===== config.mk =====
export PLATFORM = sky130hd
export DESIGN_NAME = pwm_pair
export DESIGN_NICKNAME = d
export VERILOG_FILES = /design/src/rtl/pwm_pair_pkg.sv /design/src/rtl/pwm_pair_regs.sv /design/src/rtl/pwm_pair_prescale.sv /design/src/rtl/pwm_pair_chan.sv /design/src/rtl/pwm_pair.sv
export SDC_FILE = /design/constraint.sdc
export NUM_CORES = 1
export LEC_CHECK = 0
export CELL_PAD_IN_SITES_DETAIL_PLACEMENT = 0
export CELL_PAD_IN_SITES_GLOBAL_PLACEMENT = 1
export CORE_ASPECT_RATIO = 1.5
export CORE_MARGIN = 2
export CORE_UTILIZATION = 39
export DETAILED_ROUTE_END_ITERATION = 8
export DONT_BUFFER_PORTS = 1
export PLACE_DENSITY_LB_ADDON = 0.1
export SYNTH_ARGS = -nofsm -noshare
export SYNTH_HDL_FRONTEND = slang
export SYNTH_SLANG_ARGS = --single-unit

===== constraint.sdc =====
create_clock -name clk -period 2.9 [get_ports clk]
set_input_delay 0.29 -clock clk [delete_from_list [all_inputs] [get_ports clk]]
set_output_delay 0.29 -clock clk [all_outputs]
set_load 0.05 [all_outputs]

===== src/rtl/pwm_pair_pkg.sv =====
package pwm_pair_pkg;
    localparam int WORD_W     = 32;
    localparam int CNT_W      = 16;
    localparam int DIV_W      = 7;
    localparam int SEL_W      = 2;
    localparam int NUM_CH     = 2;
    localparam int NUM_SRC    = 1 << SEL_W;
    // field placement inside the words (decoded by software, so fixed)
    localparam int MARK_LSB   = 16;
    localparam int EN_LSB     = 0;
    localparam int SEL_LSB    = 4;
    localparam int SEL_STRIDE = 2;
    localparam int DIV_LSB    = 8;
    localparam int GATE_LSB   = 15;
    localparam int CH_STRIDE  = 8;
    localparam int CTRL_WORD  = NUM_CH;
    localparam logic [WORD_W-1:0] CTRL_MASK = 32'h00FF_FFF3;

    typedef enum logic [1:0] {
        CH_IDLE = 2'd0,
        CH_HIGH = 2'd1,
        CH_LOW  = 2'd2,
        CH_ZERO = 2'd3
    } ch_state_e;
endpackage


===== src/rtl/pwm_pair_regs.sv =====
module pwm_pair_regs
    import pwm_pair_pkg::*;
#(
    parameter int ADDR_W = 4
) (
    input  logic                                clk,
    input  logic                                rst_n,
    input  logic                                we_i,
    input  logic [ADDR_W-1:0]                   addr_i,
    input  logic [WORD_W-1:0]                   wdata_i,
    output logic [WORD_W-1:0]                   rdata_o,
    output logic [NUM_CH-1:0][WORD_W-1:0]       cnt_o,
    output logic [NUM_CH-1:0]                   en_o,
    output logic [NUM_CH-1:0]                   gate_o,
    output logic [NUM_CH-1:0][SEL_W-1:0]        sel_o,
    output logic [NUM_CH-1:0][DIV_W-1:0]        div_o
);
    localparam int IDX_W = ADDR_W - 2;

    logic [NUM_CH-1:0][WORD_W-1:0] cnt_q;
    logic [WORD_W-1:0]             ctrl_q;
    logic                          aligned;
    logic [IDX_W-1:0]              widx;

    assign aligned = (addr_i[1:0] == 2'b00);
    assign widx    = addr_i[ADDR_W-1:2];

    always_ff @(posedge clk) begin
        if (!rst_n) begin
            cnt_q  <= '0;
            ctrl_q <= '0;
        end else if (we_i && aligned) begin
            for (int i = 0; i < NUM_CH; i++) begin
                if (widx == IDX_W'(i)) cnt_q[i] <= wdata_i;
            end
            if (widx == IDX_W'(CTRL_WORD)) ctrl_q <= wdata_i & CTRL_MASK;
        end
    end

    always_comb begin
        rdata_o = '0;
        if (aligned) begin
            for (int i = 0; i < NUM_CH; i++) begin
                if (widx == IDX_W'(i)) rdata_o = cnt_q[i];
            end
            if (widx == IDX_W'(CTRL_WORD)) rdata_o = ctrl_q;
        end
    end

    always_comb begin
        for (int i = 0; i < NUM_CH; i++) begin
            en_o[i]   = ctrl_q[EN_LSB + i];
            gate_o[i] = ctrl_q[GATE_LSB + CH_STRIDE*i];
            sel_o[i]  = ctrl_q[SEL_LSB + SEL_STRIDE*i +: SEL_W];
            div_o[i]  = ctrl_q[DIV_LSB + CH_STRIDE*i +: DIV_W];
        end
    end

    assign cnt_o = cnt_q;

    // registers change only on a write strobe
    assert_ctrl_hold_R2: assert property (@(posedge clk) disable iff (!rst_n)
        !we_i |=> $stable(ctrl_q));
    assert_cnt_hold_R2: assert property (@(posedge clk) disable iff (!rst_n)
        !we_i |=> $stable(cnt_q));
endmodule


===== src/rtl/pwm_pair_prescale.sv =====
module pwm_pair_prescale
    import pwm_pair_pkg::*;
(
    input  logic             clk,
    input  logic             rst_n,
    input  logic             src_tick_i,
    input  logic             run_i,
    input  logic [DIV_W-1:0] div_i,
    output logic             ptick_o
);
    logic [DIV_W-1:0] cnt_q;
    logic             wrap;

    assign wrap    = (cnt_q >= div_i);
    assign ptick_o = run_i && src_tick_i && wrap;

    always_ff @(posedge clk) begin
        if (!rst_n || !run_i) begin
            cnt_q <= '0;
        end else if (src_tick_i) begin
            cnt_q <= wrap ? '0 : cnt_q + 1'b1;
        end
    end

    // every prescaled tick restarts the divide count
    assert_wrap_restart_R4: assert property (@(posedge clk) disable iff (!rst_n)
        ptick_o |=> (cnt_q == '0));
    // a closed gate leaves the divider parked
    assert_gate_parked_R6: assert property (@(posedge clk) disable iff (!rst_n)
        !run_i |=> (cnt_q == '0));
endmodule


===== src/rtl/pwm_pair_chan.sv =====
module pwm_pair_chan
    import pwm_pair_pkg::*;
(
    input  logic             clk,
    input  logic             rst_n,
    input  logic             en_i,
    input  logic             ptick_i,
    input  logic [CNT_W-1:0] mark_i,
    input  logic [CNT_W-1:0] space_i,
    output logic             pwm_o
);
    ch_state_e        state_q, state_d;
    logic [CNT_W-1:0] cnt_q, cnt_d;
    logic [CNT_W-1:0] space_q, space_d;
    logic             restart;

    always_ff @(posedge clk) begin
        if (!rst_n) begin
            state_q <= CH_IDLE;
            cnt_q   <= '0;
            space_q <= '0;
        end else begin
            state_q <= state_d;
            cnt_q   <= cnt_d;
            space_q <= space_d;
        end
    end

    always_comb begin
        state_d = state_q;
        cnt_d   = cnt_q;
        space_d = space_q;
        restart = 1'b0;
        if (!en_i) begin
            state_d = CH_IDLE;
            cnt_d   = '0;
            space_d = '0;
        end else begin
            unique case (state_q)
                CH_IDLE: restart = 1'b1;
                CH_ZERO: restart = ptick_i;
                CH_HIGH: begin
                    if (ptick_i) begin
                        if (cnt_q == CNT_W'(1)) begin
                            if (space_q != '0) begin
                                state_d = CH_LOW;
                                cnt_d   = space_q;
                            end else begin
                                restart = 1'b1;
                            end
                        end else begin
                            cnt_d = cnt_q - 1'b1;
                        end
                    end
                end
                CH_LOW: begin
                    if (ptick_i) begin
                        if (cnt_q == CNT_W'(1)) restart = 1'b1;
                        else                    cnt_d = cnt_q - 1'b1;
                    end
                end
            endcase
        end
        if (restart) begin
            space_d = space_i;
            if (mark_i != '0) begin
                state_d = CH_HIGH;
                cnt_d   = mark_i;
            end else if (space_i != '0) begin
                state_d = CH_LOW;
                cnt_d   = space_i;
            end else begin
                state_d = CH_ZERO;
                cnt_d   = '0;
            end
        end
    end

    always_comb begin
        pwm_o = (state_q == CH_HIGH);
    end

    // disable sends the sequencer to IDLE with a low output
    assert_disable_idle_R10: assert property (@(posedge clk) disable iff (!rst_n)
        !en_i |=> (state_q == CH_IDLE && !pwm_o));
    // enable with a nonzero mark rises on the next clock
    assert_enable_rise_R10: assert property (@(posedge clk) disable iff (!rst_n)
        (state_q == CH_IDLE && en_i && mark_i != '0) |=> pwm_o);
    // a counting phase never holds an exhausted count
    assert_count_live_R3: assert property (@(posedge clk) disable iff (!rst_n)
        (state_q == CH_HIGH || state_q == CH_LOW) |-> (cnt_q != '0));
    // without a tick the mark phase is held
    assert_no_tick_hold_R6: assert property (@(posedge clk) disable iff (!rst_n)
        (en_i && !ptick_i && state_q == CH_HIGH) |=> (state_q == CH_HIGH));
    // zero space with nonzero mark keeps the output high
    assert_const_high_R7: assert property (@(posedge clk) disable iff (!rst_n)
        (en_i && state_q == CH_HIGH && space_q == '0 && space_i == '0 && mark_i != '0)
        |=> pwm_o);
    // both counts zero keep the output low
    assert_zero_low_R8: assert property (@(posedge clk) disable iff (!rst_n)
        (en_i && state_q == CH_ZERO && mark_i == '0 && space_i == '0) |=> !pwm_o);
endmodule


===== src/rtl/pwm_pair.sv =====
module pwm_pair
    import pwm_pair_pkg::*;
#(
    parameter int ADDR_W = 4
) (
    input  logic               clk,
    input  logic               rst_n,
    input  logic               bus_we,
    input  logic [ADDR_W-1:0]  bus_addr,
    input  logic [WORD_W-1:0]  bus_wdata,
    output logic [WORD_W-1:0]  bus_rdata,
    input  logic [NUM_SRC-1:0] tick_src,
    output logic [NUM_CH-1:0]  pwm_o
);
    logic [NUM_CH-1:0][WORD_W-1:0] cnt_w;
    logic [NUM_CH-1:0]             en_w;
    logic [NUM_CH-1:0]             gate_w;
    logic [NUM_CH-1:0][SEL_W-1:0]  sel_w;
    logic [NUM_CH-1:0][DIV_W-1:0]  div_w;

    pwm_pair_regs #(.ADDR_W(ADDR_W)) u_regs (
        .clk     (clk),
        .rst_n   (rst_n),
        .we_i    (bus_we),
        .addr_i  (bus_addr),
        .wdata_i (bus_wdata),
        .rdata_o (bus_rdata),
        .cnt_o   (cnt_w),
        .en_o    (en_w),
        .gate_o  (gate_w),
        .sel_o   (sel_w),
        .div_o   (div_w)
    );

    for (genvar ch = 0; ch < NUM_CH; ch++) begin : g_ch
        logic ptick;

        pwm_pair_prescale u_pre (
            .clk        (clk),
            .rst_n      (rst_n),
            .src_tick_i (tick_src[sel_w[ch]]),
            .run_i      (gate_w[ch] & en_w[ch]),
            .div_i      (div_w[ch]),
            .ptick_o    (ptick)
        );

        pwm_pair_chan u_chan (
            .clk     (clk),
            .rst_n   (rst_n),
            .en_i    (en_w[ch]),
            .ptick_i (ptick),
            .mark_i  (cnt_w[ch][MARK_LSB +: CNT_W]),
            .space_i (cnt_w[ch][0 +: CNT_W]),
            .pwm_o   (pwm_o[ch])
        );
    end
endmodule


---- Word-level counts from Yosys, hierarchy flattened ----
Cells that the tools add are included.
cells by class
  $add $sub $neg .......................... 4
  $lt $le $gt $ge ......................... 4
  equality and inequality tests ........... 30
  mux-type cells .......................... 64
  bitwise logic cells ..................... 2
  reduce and logical (&&, ||, !) cells .... 27
operators by type and width
  operator                                                              count
  16-bit 2-to-1 mux                                                     22
  32-bit 2-to-1 mux                                                     4
  16-bit nonzero test                                                   6
  16-bit case mux with 2 select lines                                   2
  16-bit by 1-bit == test with 1-bit output, second input constant      2
  16-bit by 1-bit subtractor with 16-bit output, second input constant  2
  2-bit 2-to-1 mux                                                      14
  3-bit by 1-bit != test with 1-bit output, second input constant       8
  1-bit 2-to-1 mux                                                      16
  4-bit by 3-bit != test with 1-bit output, second input constant       4
  7-bit by 1-bit adder with 7-bit output, second input constant         2
  7-bit >= comparator                                                   2
  7-bit 2-to-1 mux                                                      2
  2-bit == test, second input constant                                  5
  5-bit != test, second input constant                                  2
  5-bit AND reduction                                                   2
  2-bit zero test                                                       4
  4-bit by 1-bit != test with 1-bit output, second input constant       2
  4-bit by 2-bit != test with 1-bit output, second input constant       2
  1-bit case mux with 4 select lines                                    2
  4-bit AND reduction                                                   2
  2-bit by 1-bit == test with 1-bit output, second input constant       3
  2-bit by 3-bit < comparator with 1-bit output, second input constant  2
  2-bit AND reduction                                                   3
  6 further kinds                                                       16
storage, ports and cells
  register bits after elaboration ......... 168
  logic and storage cells ................. 142

---- Logic depth before layout (Yosys ltp) ----
Gate-level depths: netlist (run 1).
  depth in word-level cells ............... 9
  depth in mapped cells ................... 11
  mapped depth without buffers ............ 9

---- Hierarchy ----
A second synthesis (run 1) with hierarchy kept.
unflattened totals
  cells, all modules ...................... 1053
  area, all modules ....................... 9412.8 um^2
modules (own cells, without submodules)
  module             times used  cells each  area each (um^2)  sequential area each (um^2)
  pwm_pair_chan      2           259         2165.8            680.7
  pwm_pair_regs      1           419         3980.1            1721.7
  pwm_pair_prescale  2           56          521.8             140.1
  pwm_pair           1           4           57.6              0.0

---- Worst setup path after synthesis (run 1) ----
Ideal clock, no wire load.
  path kind ............................... reg-to-reg
  start ................................... reg u_regs.ctrl_q[13]
  end ..................................... reg g_ch[0].u_chan.cnt_q[7]
  library setup time ...................... 116 ps
  arrival ................................. 2454 ps
  required time ........................... 2784 ps
  slack ................................... 331 ps
  stages on the path, launching flop included .. 12
  period minus slack after synthesis ...... 2569 ps
  path through ............................ dfxtp_1 > inv_1 > ha_1 > a21o_1 > a22o_1 > a311oi_1 > nor3_1 > or3_1 > buf_4 > buf_4 > o21ai_0 > nor2_1
on the way
  cells in the longest elaborated chain, start to end .. 7
  elaborated cells between the ends (all ways) .. 13
  those cells by class .................... order compare: 1; eq/ne: 5; mux: 5; reduce/logical: 2
RTL lines
  item                                                          RTL line                                  text
  start: declaration                                            pwm_pair_regs.sv:21                       logic [WORD_W-1:0] ctrl_q;
  start signal: assignment                                      pwm_pair_regs.sv:36                       if (widx == IDX_W'(CTRL_WORD)) ctrl_q <= wdata_i & CTRL_MASK;
  7-bit >= comparator *                                         pwm_pair_prescale.sv:14                   assign wrap = (cnt_q >= div_i);
  1-bit logical AND *                                           pwm_pair_prescale.sv:15                   assign ptick_o = run_i && src_tick_i && wrap;
  1-bit 2-to-1 mux, on equally long branches                    pwm_pair_chan.sv:57, pwm_pair_chan.sv:43
  1-bit case mux with 4 select lines                            pwm_pair_chan.sv:39                       unique case (state_q)
  1-bit 2-to-1 mux                                              pwm_pair_chan.sv:34                       if (!en_i) begin
  5-bit != test (no source line), or another cell as far along  --
  5-bit AND reduction (no source line)                          --
  end signal: assignment                                        pwm_pair_chan.sv:24                       cnt_q <= cnt_d;
  end: declaration                                              pwm_pair_chan.sv:13                       logic [CNT_W-1:0] cnt_q, cnt_d;
Every way passes the cells marked *; elsewhere a longest branch is shown, timed or not.
A chain may end at the register's enable or synchronous reset.

---- Worst setup path in the final report (run 1) ----
  start ................................... reg u_regs.ctrl_q[22]
  end ..................................... reg g_ch[1].u_chan.cnt_q[14]
on the way
  cells in the longest elaborated chain, start to end .. 7
  elaborated cells between the ends (all ways) .. 13
  those cells by class .................... order compare: 1; eq/ne: 5; mux: 5; reduce/logical: 2
RTL lines
  item                                                          RTL line
  7-bit >= comparator *                                         pwm_pair_prescale.sv:14
  1-bit logical AND *                                           pwm_pair_prescale.sv:15
  1-bit 2-to-1 mux, on equally long branches                    pwm_pair_chan.sv:57, pwm_pair_chan.sv:43
  1-bit case mux with 4 select lines                            pwm_pair_chan.sv:39
  1-bit 2-to-1 mux                                              pwm_pair_chan.sv:34
  5-bit != test (no source line), or another cell as far along  --
  5-bit AND reduction (no source line)                          --
  end signal: assignment                                        pwm_pair_chan.sv:24
  end: declaration                                              pwm_pair_chan.sv:13
Marks and branches as above.

==> reports/qor.csv, run 1 <==
metric;value;unit
endpoint_kind;flop;
die_w;129.0;µm
clock-sinks;168;
area_growth;19.89;%
syn-num-nets;1244;
cts_made_buffers;17;
final_hold_viol_count;0;
slew_violations;0;
fp.dieH;191.5;µm
grt_pass1_vias;8701;
rows;68;
maxSlewHeadroom;18.05;%
start_util;39.64;%
finClkSkew;0.008621;ns
netSwitchingFraction;22.81;%
ys.flop_type;dfxtp_1;
syn_inst;1173;
antenna_left;0;
finalSetupViolCount;0;
dieArea;0.02470;mm²
rsz0062_at_grt;no;
routed_via_density;5.506;
clockBufferDepth;2;
via_count;8678;
worst_r2r_path_depth;9;
hpwl;24570;µm
hp-class;in2reg;
p_switching;1.159;mW
fin_crit;2.710;ns
max_stage_delay;0.60;ns
ir_worst_vdd;0.0004056;V
post-cts-setup-buffers;0;
nets;1318;
io_pins;77;
postSynthAreaPerCell;7.791;µm²
fin_hold_ws;0.01911;ns
grt_remaining_overflow;0;
ys_types;67;
hold-path-cell-count;2;
path_max_fanout;5;
synth.top_cell.area_share;36.80;%
p_int;3.923;mW
timing.rr.end;g_ch[1].u_chan.cnt_q[14]$_SDFFE_PN0P_;
synth_top_cell_by_area;dfxtp_1;
cts-root-buf;clkbuf_16;
drive_gt1_share;11.75;%
cts_tree;built;
fillers;2349;
seqPwrFrac;46.1;%
htree_levels;4;
critical_path_class;reg2reg;
synth_warnings;0;
hold_start;rst_n;
final_common_cell;nand2_1;
clkPwrFrac;48.6;%
cap_violations;0;
port_buffers;0;
design_area;0.01096;mm²
syn_area;0.009139;mm²
r2r_setup_slack;0.19;ns
wl_per_cell;21.26;µm
r2r_start;u_regs.ctrl_q[22]$_SDFFE_PN0P_;
wl;33510;µm
cp_num_buf_inv;1;
post-route-period-util;93.44;%
gr-usage-all-layers;27.63;%
max_freq;369.0;MHz
yosys_register_bits;168;
power;5.083;mW
ys_seq_area_share;36.80;%
hold_path_end;g_ch[1].u_chan.cnt_q[5]$_SDFFE_PN0P_;
cp-start-kind;flop;
core-area;0.02306;mm²
p_comb_share;5.3;%
worstPathRequired;3.27;ns
grt_pass1_wl;51340;µm
tightestPinTransition;1.229;ns
power.leakage;3.911;nW
critPathSlowestCell;a311oi_1;
critPathTopFamily;compound AO/OA/AOI/OAI gates;
multiInputGateArea;0.005354;mm²
gp_congestion;0.8990;
clk-insertion-delay-late;0.44;ns
antenna_found_initial;1;
final_cell_mix;nand2_1 (242), dfxtp_1 (168), nor2_1 (106), buf_4 (93), a21oi_1 (88);
synthArstFlopShare;0;%
clkTransAtPathRegs;0.06;ns
powerDensity;463.9;mW/mm²
drt_iter0_markers;482;
ff_latch_area;0.003363;mm²
dr.pass1.iters;5;
synth-edff-count;0;
netlist_top_cells_area;dfxtp_1 (37%), nand2_1 (9.9%), a21boi_0 (7.1%);
placed_cell_area;0.009975;mm²
drc;0;
finalSetupTns;0;ns
worstPathCellList;inv_1 > ha_1 > and3_1 > a22o_1 > a311o_1 > a311oi_1 > a21boi_0 > a221oi_1 > a21oi_1;
outcome;completed;
grt_max_degree;122;
cp.arrival;3.08;ns
[worst max path at each step]
stage / start / endpoint / slack (ns) / cells after the start
after detailed placement: g_ch[0].u_chan.cnt_q[0]$_SDFFE_PN0P_ / g_ch[0].u_chan.cnt_q[14]$_SDFFE_PN0P_ / 0.21 / 8
after global routing: u_regs.ctrl_q[22]$_SDFFE_PN0P_ / g_ch[1].u_chan.cnt_q[11]$_SDFFE_PN0P_ / 0.02 / 9
after CTS: u_regs.ctrl_q[22]$_SDFFE_PN0P_ / g_ch[1].u_chan.cnt_q[11]$_SDFFE_PN0P_ / 0.21 / 9
after global placement: u_regs.ctrl_q[21]$_SDFFE_PN0P_ / g_ch[1].u_chan.cnt_q[14]$_SDFFE_PN0P_ / 0.23 / 9
final: u_regs.ctrl_q[22]$_SDFFE_PN0P_ / g_ch[1].u_chan.cnt_q[14]$_SDFFE_PN0P_ / 0.19 / 9
after floorplan: u_regs.ctrl_q[13]$_SDFFE_PN0P_ / g_ch[0].u_chan.cnt_q[7]$_SDFFE_PN0P_ / 0.33 / 11
[kinds of logic (layout without fill, tap and decap cells)]
family,after synthesis,after routing,share of synthesized area (%)
adder cells (fa/ha/maj),28,28,3.834
multiplexers,44,44,5.093
buffers and inverters,104,191,4.696
AO/OA/AOI/OAI,308,308,22.08
XOR/XNOR,37,37,3.546
AND/OR/NAND/NOR,484,484,23.95
flip-flops,168,168,36.80
other,0,1,0
[repair_timing]
action / 4_1_cts / 5_1_grt
endpoints found under the hold margin: 90 / 0
gates resized for setup: 0 / 0
endpoints found under the setup margin: 0 / 0
hold buffers: 35 / 0
[power groups by stage]
stage / Sequential, mW / Combinational [mW] / Clock (mW)
after floorplan: 2.39 / 0.172 / 0
after global placement: 2.39 / 0.208 / 0
after detailed placement: 2.39 / 0.207 / 0
after CTS: 2.34 / 0.270 / 2.51
after global routing: 2.34 / 0.290 / 2.61
final: 2.34 / 0.271 / 2.47
[state kept, by name (all words and copies together) (netlist names)]
name and cells:
u_regs.ctrl_q 22, g_ch.u_pre.cnt_q 14, u_regs.cnt_o 64, g_ch.u_chan.state_q 4, g_ch.u_chan.cnt_q 32, g_ch.u_chan.space_q 32
[through the flow]
step | std cells | setup slack, ns | util, %
after floorplan | 1173 | 0.3306 | -
after global placement | 1508 | 0.2346 | 43.26
after detailed placement | 1508 | 0.2105 | 43.26
after CTS | 1575 | 0.2133 | 47.51
after global routing | 1576 | 0.02268 | 47.52
final | 1576 | 0.1902 | 47.52
[worst register-to-register path: cells and delay by family, from the launching register on]
kind / cells / cell delay, ns
fa+ha+maj: 1 / 0.30
flops: 1 / 0.35
simple gates: 1 / 0.20
buf+inv: 1 / 0.05
compound gates: 6 / 1.75
[synthesized netlist by cell type, types with 3 or more instances]
cell type and count:
buf_4 8, a21oi_1 88, a2bb2oi_1 10, mux2i_1 42
a221oi_1 3, buf_1 4, o22a_1 3, nor4_1 32
or2_2 3, xnor2_1 22, o21ai_0 49, nor2_1 106
buf_2 7, or4_1 5, a22oi_1 25, clkbuf_1 57
o21ai_1 4, nand3_1 18, nor2b_1 21, dfxtp_1 168
a21o_1 4, o221a_2 3, and3_1 7, ha_1 28
nand4_1 7, a31oi_1 5, xor2_1 15, inv_1 28
or3_1 5, a21boi_0 87, nand2_1 242, a41oi_1 3
nor3_1 18
[per-layer routing]
layer  GRT usage (%)  vias to the layer above  wire length (µm)
met5               0                        -                 0
met4           12.12                        0              1312
met3           4.086                       56              1138
met2           50.16                      200             17580
met1           31.73                     4186             13470
li1                -                     4236                 -
[area by class of cell]
class | instances | area share [%]
Inverter | 28 | 0.9592
Multi-Input combinational cell | 901 | 48.86
Antenna cell | 1 | 0.02284
Timing Repair Buffer | 131 | 10.12
Clock buffer | 19 | 4.134
Tap cell | 315 | 3.597
Sequential cell | 168 | 30.70
Clock inverter | 13 | 1.610
Note: power is estimated with default switching activity, not from simulation.
==> run 2, diff against run 1 <==
--- a/config.mk
+++ b/config.mk
@@ -13,6 +13,7 @@
 export DETAILED_ROUTE_END_ITERATION = 8
 export DONT_BUFFER_PORTS = 1
 export PLACE_DENSITY_LB_ADDON = 0.1
+export RECOVER_POWER = 100
 export SYNTH_ARGS = -nofsm -noshare
 export SYNTH_HDL_FRONTEND = slang
 export SYNTH_SLANG_ARGS = --single-unit
==> run 2 against run 1 <==
Net effect:
- routed wire length decreased by 0.15%
- first-iteration DRC count is 1.5% lower
- critical path depth decreased by 4
- clock power barely moved
- setup slack got worse by 0.045 ns
- maximum frequency shrank 1.6%
- sequential power is essentially flat
- final cell count unchanged
- worst hold slack improved by 0.0034 ns
- critical path type is now in2out
- highest routed layer unchanged
==> reports/qor.csv, run 2 (synthesized netlist as in run 1, its figures left out) <==
metric;value;unit;change
outcome;completed;;unchanged
clock-sinks;168;;unchanged
gr-usage-all-layers;27.63;%;unchanged
hold_start;rst_n;;unchanged
ff_latch_area;0.003363;mm²;unchanged
via_count;8723;;was 8,678
clk-insertion-delay-late;0.44;ns;about the same
rows;68;;unchanged
finalSetupViolCount;0;;unchanged
grt_max_degree;122;;unchanged
drc;0;;unchanged
port_buffers;0;;unchanged
antenna_found_initial;1;;unchanged
cp-start-kind;primary input;;was flop
routed_via_density;5.535;;was 5.506
fillers;2381;;was 2,349
cts_tree;built;;unchanged
worstPathRequired;2.61;ns;was 3.27 ns
hold-path-cell-count;2;;unchanged
timing.rr.end;g_ch[1].u_chan.cnt_q[7]$_SDFFE_PN0P_;;was g_ch[1].u_chan.cnt_q[14]$_SDFFE_PN0P_
r2r_start;g_ch[1].u_chan.space_q[8]$_SDFFE_PN0P_;;was u_regs.ctrl_q[22]$_SDFFE_PN0P_
cap_violations;0;;unchanged
antenna_left;0;;unchanged
ir_worst_vdd;0.0004184;V;was 0.0004056 V
endpoint_kind;primary output;;was flop
power.leakage;3.798;nW;was 3.911 nW
start_util;39.64;%;unchanged
dr.pass1.iters;5;;unchanged
hpwl;24570;µm;unchanged
worst_r2r_path_depth;8;;was 9
hold_path_end;g_ch[1].u_chan.cnt_q[8]$_SDFFE_PN0P_;;was g_ch[1].u_chan.cnt_q[5]$_SDFFE_PN0P_
clockBufferDepth;2;;unchanged
wl;33460;µm;was 33,510 µm
powerDensity;468.9;mW/mm²;was 463.9 mW/mm²
fp.dieH;191.5;µm;unchanged
critical_path_class;in2out;;was reg2reg
wl_per_cell;21.23;µm;was 21.26 µm
max_freq;363.0;MHz;was 369.0 MHz
cts_resized;0;;unchanged
slew_violations;0;;unchanged
power;5.078;mW;was 5.083 mW
final_cells;1576;;unchanged
layout_setup_ws;0.1448;ns;was 0.1902 ns
maxSlewHeadroom;17.13;%;was 18.05%
grt_pass1_vias;8701;;unchanged
area_growth;18.50;%;was 19.89%
io_pins;77;;unchanged
final_hold_viol_count;0;;unchanged
final_common_cell;nand2_1;;unchanged
cts_made_buffers;17;;unchanged
pre_cts_ws;0.2105;ns;unchanged
nets;1318;;unchanged
cp.arrival;2.47;ns;was 3.08 ns
dp_cells;1508;;unchanged
die_w;129.0;µm;unchanged
dieArea;0.02470;mm²;unchanged
path_max_fanout;28;;was 5
largest_register_ffs;64;;unchanged
finalSetupTns;0;ns;unchanged
tightestPinTransition;1.243;ns;was 1.229 ns
fin_crit;2.755;ns;was 2.710 ns
r2r_setup_slack;0.15;ns;was 0.19 ns
grt_pass1_wl;51340;µm;unchanged
drive_gt1_share;9.683;%;was 11.75%
gp_congestion;0.8990;;unchanged
grt_remaining_overflow;0;;unchanged
finClkSkew;0.009521;ns;was 0.008621 ns
post-cts-setup-buffers;0;;unchanged
multiInputGateArea;0.005351;mm²;was 0.005354 mm²
post-route-period-util;95.01;%;was 93.44%
hp-class;in2reg;;unchanged
cts-root-buf;clkbuf_16;;unchanged
final_core_util;46.97;%;was 47.52%
core-area;0.02306;mm²;unchanged
rsz0062_at_grt;no;;unchanged
final_cell_mix;nand2_1 (242), dfxtp_1 (168), nor2_1 (106), a21oi_1 (88), a21boi_0 (87);;was nand2_1 (242), dfxtp_1 (168), nor2_1 (106), buf_4 (93), a21oi_1 (88)
drt_iter0_markers;475;;was 482
clkTransAtPathRegs;0.06;ns;about the same
htree_levels;4;;unchanged
## run 2: per-stage QoR
step,cell area [µm²],hold slack (ns)
after floorplan,9139,0.4349
after global placement,9975,0.4365
after detailed placement,9975,0.4434
after CTS,10950,0.003553
after global routing,10830,0.01902
final,10830,0.02250
## run 2: worst max-delay path by stage
stage | end | startpoint | cells after the start | slack [ns]
finish | bus_rdata[7] | bus_addr[3] | 5 | 0.14
detailed placement | g_ch[0].u_chan.cnt_q[14]$_SDFFE_PN0P_ | g_ch[0].u_chan.cnt_q[0]$_SDFFE_PN0P_ | 8 | 0.21
global route | g_ch[1].u_chan.cnt_q[11]$_SDFFE_PN0P_ | u_regs.ctrl_q[22]$_SDFFE_PN0P_ | 9 | 0.02
floorplan | g_ch[0].u_chan.cnt_q[7]$_SDFFE_PN0P_ | u_regs.ctrl_q[13]$_SDFFE_PN0P_ | 11 | 0.33
global placement | g_ch[1].u_chan.cnt_q[14]$_SDFFE_PN0P_ | u_regs.ctrl_q[21]$_SDFFE_PN0P_ | 9 | 0.23
CTS | g_ch[1].u_chan.cnt_q[11]$_SDFFE_PN0P_ | u_regs.ctrl_q[22]$_SDFFE_PN0P_ | 9 | 0.21
## run 2: layout make-up
type                    instances  area share, %
multi-input cells             901          49.42
flip-flops and latches        168          31.06
repair buffers                131          9.081
clock buffers                  19          4.183
well taps                     315          3.640
clock inverters                13          1.629
inverters                      28         0.9705
diodes                          1        0.02311
## run 2: what timing repair did
action,CTS,global route
endpoints found under the setup margin,0,0
hold buffers,35,0
endpoints found under the hold margin,90,0
## run 2: layer usage
metal,routed length (µm),part of all wire (%),track usage (%)
met1,13280,40,31.73
met2,17470,52,50.16
met3,1317,3.9,4.086
met4,1391,4.2,12.12
met5,0,0,0
## run 2: power by group
part           total (mW)  internal [mW]  switching (mW)
Clock                2.47           1.48           0.987
Combinational       0.268          0.117           0.150
Sequential           2.34           2.32          0.0195
Total                5.08           3.92            1.16
## run 2: critical path, stage by stage
cell and delay (ns):
nor2b_1 0.62, clkbuf_1 0.74, a21oi_1 0.15, nor2_1 0.30
clkbuf_2 0.35
